[src/rtl/scsi_cap_pkg.sv]
package scsi_cap_pkg;
  localparam logic [1:0] SEL_DATA  = 2'b00;
  localparam logic [1:0] SEL_ICR   = 2'b01;
  localparam logic [1:0] SEL_PHASE = 2'b11;

  localparam logic [2:0] PHASE_CMD   = 3'b010;
  localparam logic [7:0] ICR_SELECT  = 8'h04;
  localparam logic [7:0] ICR_RELEASE = 8'h00;

  typedef struct packed {
    logic       known;
    logic [3:0] len;
  } grp_len_t;
endpackage

[src/rtl/cmd_len_decode.sv]
module cmd_len_decode
  import scsi_cap_pkg::*;
(
  input  logic [2:0] group,
  output grp_len_t   info
);
  always_comb begin
    info.known = 1'b1;
    info.len   = 4'd0;
    case (group)
      3'd0:       info.len = 4'd6;
      3'd1, 3'd2: info.len = 4'd10;
      3'd5:       info.len = 4'd12;
      default:    info.known = 1'b0;
    endcase
  end
endmodule

[src/rtl/sel_id_decode.sv]
module sel_id_decode #(
  parameter int DATA_W = 8,
  parameter int ID_W   = 3
) (
  input  logic [DATA_W-1:0] data,
  output logic [ID_W-1:0]   id,
  output logic              hit
);
  localparam int LINES = DATA_W - 1;

  logic [LINES-1:0] low;
  assign low = data[LINES-1:0];

  always_comb begin
    hit = 1'b0;
    id  = '0;
    for (int i = 0; i < LINES; i++) begin
      if (low == LINES'(1) << i) begin
        hit = 1'b1;
        id  = ID_W'(i);
      end
    end
  end
endmodule

[src/rtl/cmd_byte_buffer.sv]
module cmd_byte_buffer #(
  parameter int DEPTH  = 16,
  parameter int DATA_W = 8,
  parameter int IDX_W  = 5
) (
  input  logic                    clk,
  input  logic                    rst_n,
  input  logic                    we,
  input  logic [IDX_W-1:0]        waddr,
  input  logic [DATA_W-1:0]       wdata,
  output logic [DEPTH*DATA_W-1:0] rdata
);
  for (genvar g = 0; g < DEPTH; g++) begin : g_entry
    logic              en;
    logic [DATA_W-1:0] q;
    assign en = we && (waddr == IDX_W'(g));
    always_ff @(posedge clk or negedge rst_n) begin
      if (!rst_n)  q <= '0;
      else if (en) q <= wdata;
    end
    assign rdata[g*DATA_W +: DATA_W] = q;
  end
endmodule

[src/rtl/scsi_cmd_capture.sv]
module scsi_cmd_capture
  import scsi_cap_pkg::*;
#(
  parameter int DEPTH  = 16,
  parameter int DATA_W = 8,
  parameter int ID_W   = 3,
  localparam int CNT_W = $clog2(DEPTH + 1)
) (
  input  logic                    clk,
  input  logic                    rst_n,
  input  logic                    wr_stb,
  input  logic [1:0]              wr_reg,
  input  logic [DATA_W-1:0]       wr_data,
  input  logic [2:0]              cur_phase,
  input  logic [DATA_W-1:0]       cur_icr,
  output logic [DEPTH*DATA_W-1:0] cmd_bytes,
  output logic [CNT_W-1:0]        cmd_count,
  output logic [ID_W-1:0]         target_id,
  output logic                    cmd_done,
  output logic                    cmd_bad
);
  logic            in_cmd, wr_data_sel, wr_icr_sel, wr_phase_sel;
  logic            store_en, enter_cmd, release_ev;
  logic            sel_hit;
  logic [ID_W-1:0] sel_id;
  grp_len_t        grp;

  logic [CNT_W-1:0] count_q, count_d;
  logic [ID_W-1:0]  id_q, id_d;
  logic             done_q, done_d, bad_q, bad_d;

  assign in_cmd       = (cur_phase == PHASE_CMD);
  assign wr_data_sel  = wr_stb && (wr_reg == SEL_DATA);
  assign wr_icr_sel   = wr_stb && (wr_reg == SEL_ICR);
  assign wr_phase_sel = wr_stb && (wr_reg == SEL_PHASE);

  assign store_en   = wr_data_sel && in_cmd && (count_q < CNT_W'(DEPTH));
  assign enter_cmd  = wr_phase_sel && (wr_data[2:0] == PHASE_CMD);
  assign release_ev = wr_icr_sel && (wr_data == ICR_RELEASE) && in_cmd
                      && (count_q != '0);

  cmd_byte_buffer #(.DEPTH(DEPTH), .DATA_W(DATA_W), .IDX_W(CNT_W)) u_buf (
    .clk   (clk),
    .rst_n (rst_n),
    .we    (store_en),
    .waddr (count_q),
    .wdata (wr_data),
    .rdata (cmd_bytes)
  );

  cmd_len_decode u_len (
    .group (cmd_bytes[DATA_W-1 -: 3]),
    .info  (grp)
  );

  sel_id_decode #(.DATA_W(DATA_W), .ID_W(ID_W)) u_sel (
    .data (wr_data),
    .id   (sel_id),
    .hit  (sel_hit)
  );

  always_comb begin
    count_d = count_q;
    id_d    = id_q;
    done_d  = 1'b0;
    bad_d   = 1'b0;
    if (enter_cmd)     count_d = '0;
    else if (store_en) count_d = count_q + 1'b1;
    if (wr_data_sel && (cur_icr == ICR_SELECT) && sel_hit) id_d = sel_id;
    if (release_ev) begin
      if (!grp.known) bad_d = 1'b1;
      else if (count_q == CNT_W'(grp.len)) done_d = 1'b1;
    end
  end

  always_ff @(posedge clk or negedge rst_n) begin
    if (!rst_n) begin
      count_q <= '0;
      id_q    <= '0;
      done_q  <= 1'b0;
      bad_q   <= 1'b0;
    end else begin
      count_q <= count_d;
      id_q    <= id_d;
      done_q  <= done_d;
      bad_q   <= bad_d;
    end
  end

  assign cmd_count = count_q;
  assign target_id = id_q;
  assign cmd_done  = done_q;
  assign cmd_bad   = bad_q;
endmodule

[config.mk]
export PLATFORM = sky130hd
export DESIGN_NAME = scsi_cmd_capture
export DESIGN_NICKNAME = d
export VERILOG_FILES = /design/src/rtl/scsi_cap_pkg.sv /design/src/rtl/cmd_len_decode.sv /design/src/rtl/sel_id_decode.sv /design/src/rtl/cmd_byte_buffer.sv /design/src/rtl/scsi_cmd_capture.sv
export SDC_FILE = /design/constraint.sdc
export NUM_CORES = 1
export LEC_CHECK = 0
export BUFFER_PORTS_ARGS = -buffer_cell sky130_fd_sc_hd__buf_2
export CAP_MARGIN = 20
export CORE_ASPECT_RATIO = 0.9
export CORE_MARGIN = 2
export CORE_UTILIZATION = 50
export DETAILED_ROUTE_END_ITERATION = 7
export PLACE_DENSITY = 0.77
export SLEW_MARGIN = 20
export SYNTH_ARGS = -nofsm -noshare
export SYNTH_HDL_FRONTEND = slang
export SYNTH_HIERARCHICAL = 1
export SYNTH_SLANG_ARGS = --single-unit
[constraint.sdc]
create_clock -name clk -period 6.55 [get_ports clk]
set_input_delay 0.655 -clock clk [delete_from_list [all_inputs] [get_ports clk]]
set_output_delay 0.655 -clock clk [all_outputs]
set_load 0.02 [all_outputs]
# Word level (Yosys, flattened, before mapping)
# Cells that the tools add are included.
[totals]
inputBits = 24
ff_bits = 138
word_cells = 110
output_inout_bits = 138
[op_classes]
muxes = 22
addsub = 1
eq_ne = 31
n_reduce_logical = 35
n_lt_le_gt_ge = 1
[op_table]
columns = ["operator", "count"]
rows = [
  ["== test 5 x 4 -> 1 bit (second input constant)", 8],
  ["logical AND 1 bit", 27],
  ["== test 5 x 3 -> 1 bit (second input constant)", 4],
  ["two-way mux 1 bit", 14],
  ["one-hot mux 4 bit (3 select lines)", 1],
  ["== test 5 x 2 -> 1 bit (second input constant)", 2],
  ["two-way mux 5 bit", 2],
  ["== test 3 x 2 -> 1 bit (second input constant)", 3],
  ["two-way mux 3 bit", 3],
  ["== test 8 x 3 -> 1 bit (second input constant)", 1],
  ["logical NOT 8 bit", 1],
  ["== test 7 x 1 -> 1 bit (second input constant)", 1],
  ["== test 7 x 2 -> 1 bit (second input constant)", 1],
  ["== test 7 x 3 -> 1 bit (second input constant)", 1],
  ["== test 7 x 4 -> 1 bit (second input constant)", 1],
  ["== test 7 x 5 -> 1 bit (second input constant)", 1],
  ["== test 7 x 6 -> 1 bit (second input constant)", 1],
  ["== test 7 bit (second input constant)", 1],
  ["adder 5 x 1 -> 5 bit (second input constant)", 1],
  ["== test 5 x 1 -> 1 bit (second input constant)", 1],
  ["== test 5 x 4 -> 1 bit", 1],
  ["logical NOT 5 bit", 1],
  ["less-than comparator 5 bit (second input constant)", 1],
  ["nonzero test 5 bit", 1],
  ["10 further kinds", 11],
]

# Logic depth before layout (Yosys ltp)
[logic_depth]
word_depth = 9
ltp_mapped = 7
mapped_depth_nobuf = 6

# Cells and area by module
# Netlist, hierarchy kept.
[by_module_without_submodules]
columns = ["mod", "area_per_inst_um2", "cells_each", "n_inst", "seq_area_each_um2"]
rows = [
  ["cmd_byte_buffer", 4989.8, 293, 1, 3203.1],
  ["scsi_cmd_capture", 600.6, 60, 1, 250.2],
  ["sel_id_decode", 147.6, 20, 1, 0.0],
  ["cmd_len_decode", 55.1, 8, 1, 0.0],
]

# Worst setup path after synthesis
# Ideal clock, no wire load.
[synth_timing]
path_kind = "input-to-reg"
start = "input cur_phase[0]"
end = "register u_buf.g_entry[3].q[0]"
path_slack_ns = 3.866
setup_ns = 0.125
t_required_ns = 6.425
n_path_buf = 2
arrival_time_ns = 2.559
stages = 7
path_cell_list = "or4b_1 > buf_2 > nor2_1 > nor4b_4 > and3_1 > buf_4 > mux2_2"
[synth_via]
elab_chain_cells = 4
[synth_rtl]
columns = ["item", "line_no", "text"]
rows = [
  ["from (decl)", "scsi_cmd_capture.sv:14", "input logic [2:0] cur_phase,"],
  ["== test 3 x 2 -> 1 bit", "scsi_cmd_capture.sv:32", "assign in_cmd = (cur_phase == PHASE_CMD);"],
  ["logical AND 1 bit (2 in a row)", "scsi_cmd_capture.sv:37", "assign store_en = wr_data_sel && in_cmd && (count_q < CNT_W'(DEPTH));"],
  ["net store_en", "scsi_cmd_capture.sv:23", "logic store_en, enter_cmd, release_ev;"],
  ["logical AND 1 bit", "cmd_byte_buffer.sv:16", "assign en = we && (waddr == IDX_W'(g));"],
  ["to (signal assigned)", "cmd_byte_buffer.sv:19", "else if (en) q <= wdata;"],
  ["to (decl)", "cmd_byte_buffer.sv:15", "logic [DATA_W-1:0] q;"],
]
# The timed path passes the listed nets, and every way through them passes these cells.
# A chain may end at the register's enable or synchronous reset.

# Worst setup path after layout
[layout_timing]
start = "register count_q[4], in the netlist cmd_count[4]"
end = "register u_buf.g_entry[11].q[0]"
[layout_via]
elab_chain_cells = 3
word_cells_on_any_way = 4
[layout_rtl]
columns = ["item", "line_no", "text"]
rows = [
  ["from (decl)", "scsi_cmd_capture.sv:28", "logic [CNT_W-1:0] count_q, count_d;"],
  ["from (signal assigned)", "scsi_cmd_capture.sv:83", "count_q <= count_d;"],
  ["less-than comparator 5 bit", "scsi_cmd_capture.sv:37", ""],
  ["logical AND 1 bit", "scsi_cmd_capture.sv:37", ""],
  ["net store_en", "scsi_cmd_capture.sv:23", ""],
  ["logical AND 1 bit", "cmd_byte_buffer.sv:16", ""],
  ["to (signal assigned)", "cmd_byte_buffer.sv:19", ""],
  ["to (decl)", "cmd_byte_buffer.sv:15", ""],
]
# The timed path passes the listed nets, and every way through them passes these cells.

==> results.cfg <==
[final_layout]
area_growth_pct = 25.83
final_common_cell = buf_2
drive_above_1_share_pct = 60.75
utilization_pct = 64.01
post-route-cell-area_um2 = 7289
num_antenna_cells = 0
final_cell_mix = 160 x buf_2, 138 x dfrtp_1, 113 x mux2_2, 17 x clkbuf_16, 16 x mux2_4
nFillCells = 887
num-nets-final = 571

[pwr]
static-leakage-power_nw = 4.096
power.density_nw_per_um2 = 273.4
ir_worst_vdd_uv = 159.5

[setup_path]
cp_slowest_cell = nor2b_1
critical_path.top_delay_family = simple AND/OR/NAND/NOR gates
path_cells = or4b_1 -> nor2_1 -> and4bb_4 -> nor2b_1 -> mux2_4
arrival_ps = 3460
cp-end-kind = register
required_ps = 6840
cp_slowest_stage_delay_ps = 780
r2r_slack_ps = 3390
cp-start-kind = register
cp_max_fo = 9
criticalPathCategory = register to register
path_buf_inv = 0

[logic_synthesis]
netlist_area_um2 = 5793
synth_edf_count = 0
syn_area_per_cell_um2 = 15.20
ys_seq_area_share_pct = 59.61
ys_ff_latch = 138
synth_flop_cell = dfrtp_1
ys_types = 49
synthArstFlopShare_pct = 100.0
synth.yosys.warnings = 6
postSynthCellCount = 381
syn-num-nets = 407

[floorplanning]
ioPinCount = 162
die-area_um2 = 12460
rows = 37
die_width_um = 117.5
core-area_um2 = 11390
chipHeight_um = 106.1
start_util_pct = 50.87

[route]
avgRoutedWirePerCell_um = 20.11
vias_per_cell = 5.394
postRouteAntennaNets = 0
drt-pass1-iter-count = 4
wirelength_um = 14360
drt_first_iter_violations = 215
num_vias = 3851
post-route-drc-count = 0

[sta]
finalHoldViolCount = 0
period_minus_slack_ps = 3165
finalMaxSlewViolations = 0
rsz0062_at_grt = no
skew_ps = 6.071
setup_viol = 0
fmax_mhz = 316.0
holdWs_ps = 203.6
min_period_over_period_pct = 48.32
fin_ws_ps = 3385
tns_ps = 0
max_slew_margin_pct = 35.28
worst_pin_slew_ps = 968.9

[cts]
cts_tree = built
path_clk_slew_ps = 60
htreeDepth = 4
cts-root-buf = clkbuf_16
cts.sinks = 138
cts-buffers-inserted = 17
cts_resized = 0
cts-hold-fix-buffers = 0
cts_setup_buffers = 0
clock_latency_ps = 420
clock_path_buffers = 2

[placed_design]
portBuffers = 161
place_ws_ps = 3193
dpl_cell_area_um2 = 6710
post-dp-hpwl_um = 9197
place.gp.congestion = 0.7851

[outcome]
status = completed

[job]
cap_viol_max_count = 0

[global_route]
gr-usage-all-layers_pct = 23.80
gr-total-overflow = 0
grt_pass1_vias = 3936
grt_start_max_net_pins = 78
grt_pass1_wl_um = 22160
antenna_found_initial = 0

[hold_path]
min_path_type = input pin to asynchronous set/reset pin
## cell families after synthesis
| kind of cell | count (synthesis) | synth area share, % |
|---|---|---|
| AO/OA/AOI/OAI | 18 | 1.857 |
| multiplexers | 133 | 26.85 |
| other | 1 | 0.06473 |
| flip-flops | 138 | 59.61 |
| buffers and inverters | 20 | 1.879 |
| XOR/XNOR | 8 | 1.209 |
| AND/OR/NAND/NOR | 61 | 8.099 |
| adder cells (fa/ha/maj) | 2 | 0.4319 |
## final timing paths
| check | startpoint | to | cells after the start |
|---|---|---|---|
| hold reg to reg | u_buf/g_entry[5].q[5]$_DFFE_PN0P_ | u_buf/g_entry[5].q[5]$_DFFE_PN0P_ | 1 |
| hold / removal | rst_n | cmd_count[2]$_DFFE_PN0P_ | 1 |
| min in group clk | u_buf/g_entry[5].q[5]$_DFFE_PN0P_ | u_buf/g_entry[5].q[5]$_DFFE_PN0P_ | 1 |
| setup reg to reg | cmd_count[4]$_DFFE_PN0P_ | u_buf/g_entry[11].q[0]$_DFFE_PN0P_ | 5 |
| max in group asynchronous | rst_n | u_buf/g_entry[4].q[4]$_DFFE_PN0P_ | 2 |
| setup / recovery | cmd_count[4]$_DFFE_PN0P_ | u_buf/g_entry[11].q[0]$_DFFE_PN0P_ | 5 |
## worst reg2reg max path: stages (launching register included)
cell	delay [ps]
dfrtp_1	490
or4b_1	730
nor2_1	360
and4bb_4	330
nor2b_1	780
mux2_4	360
## per-layer routing
metal / wire (um) / vias up / GRT usage [%]
li1: - / 1696 / -
met1: 6115 / 1987 / 30.32
met2: 6807 / 148 / 36.68
met3: 1197 / 20 / 10.03
met4: 242 / 0 / 8.692
met5: 0 / - / 0
## cells in the mapped netlist (3+ instances only)
library cell | number | share of area, %
nor2_1 | 7 | 0.45
or3_1 | 3 | 0.32
mux2_2 | 113 | 22
nand3_1 | 3 | 0.26
nor2b_1 | 3 | 0.32
mux2_4 | 16 | 4.1
xnor2_1 | 4 | 0.60
a21oi_1 | 5 | 0.43
nor4_1 | 3 | 0.32
o21ai_0 | 7 | 0.60
buf_2 | 3 | 0.26
nand2_2 | 9 | 0.97
buf_6 | 3 | 0.58
inv_1 | 3 | 0.19
dfrtp_1 | 138 | 60
clkbuf_1 | 9 | 0.58
nor3_1 | 3 | 0.26
xor2_1 | 4 | 0.60
nor4b_1 | 3 | 0.45
## registers in the layout, summed over array words and instances, names as in the netlist
| register | flops |
|---|---|
| cmd_done | 1 |
| u_buf/g_entry.q | 128 |
| cmd_count | 5 |
| target_id | 3 |
| cmd_bad | 1 |
## metrics by stage
step                      total power [mW]  std cells
after global routing                 2.062        714
after detailed placement             1.076        682
after CTS                            2.007        714
after global placement               1.069        682
after floorplan                      1.000        381
final                                1.993        714
## final cells by class
type / instances / area (um^2) / share of cell area [%]
well taps: 156 / 195.2 / 2.678
clock inverters: 12 / 122.6 / 1.682
clock buffers: 20 / 456.7 / 6.265
flip-flops and latches: 138 / 3453 / 47.37
repair buffers: 162 / 819.5 / 11.24
inverters: 3 / 11.26 / 0.1545
multi-input cells: 223 / 2231 / 30.60
## power by group
group | internal, mW | leakage [nW] | switching (mW)
clock network | 0.577 | 0.286 | 0.354
logic | 0.0585 | 1.89 | 0.105
registers | 0.874 | 1.92 | 0.0241
(Power assumes the default switching activity.)
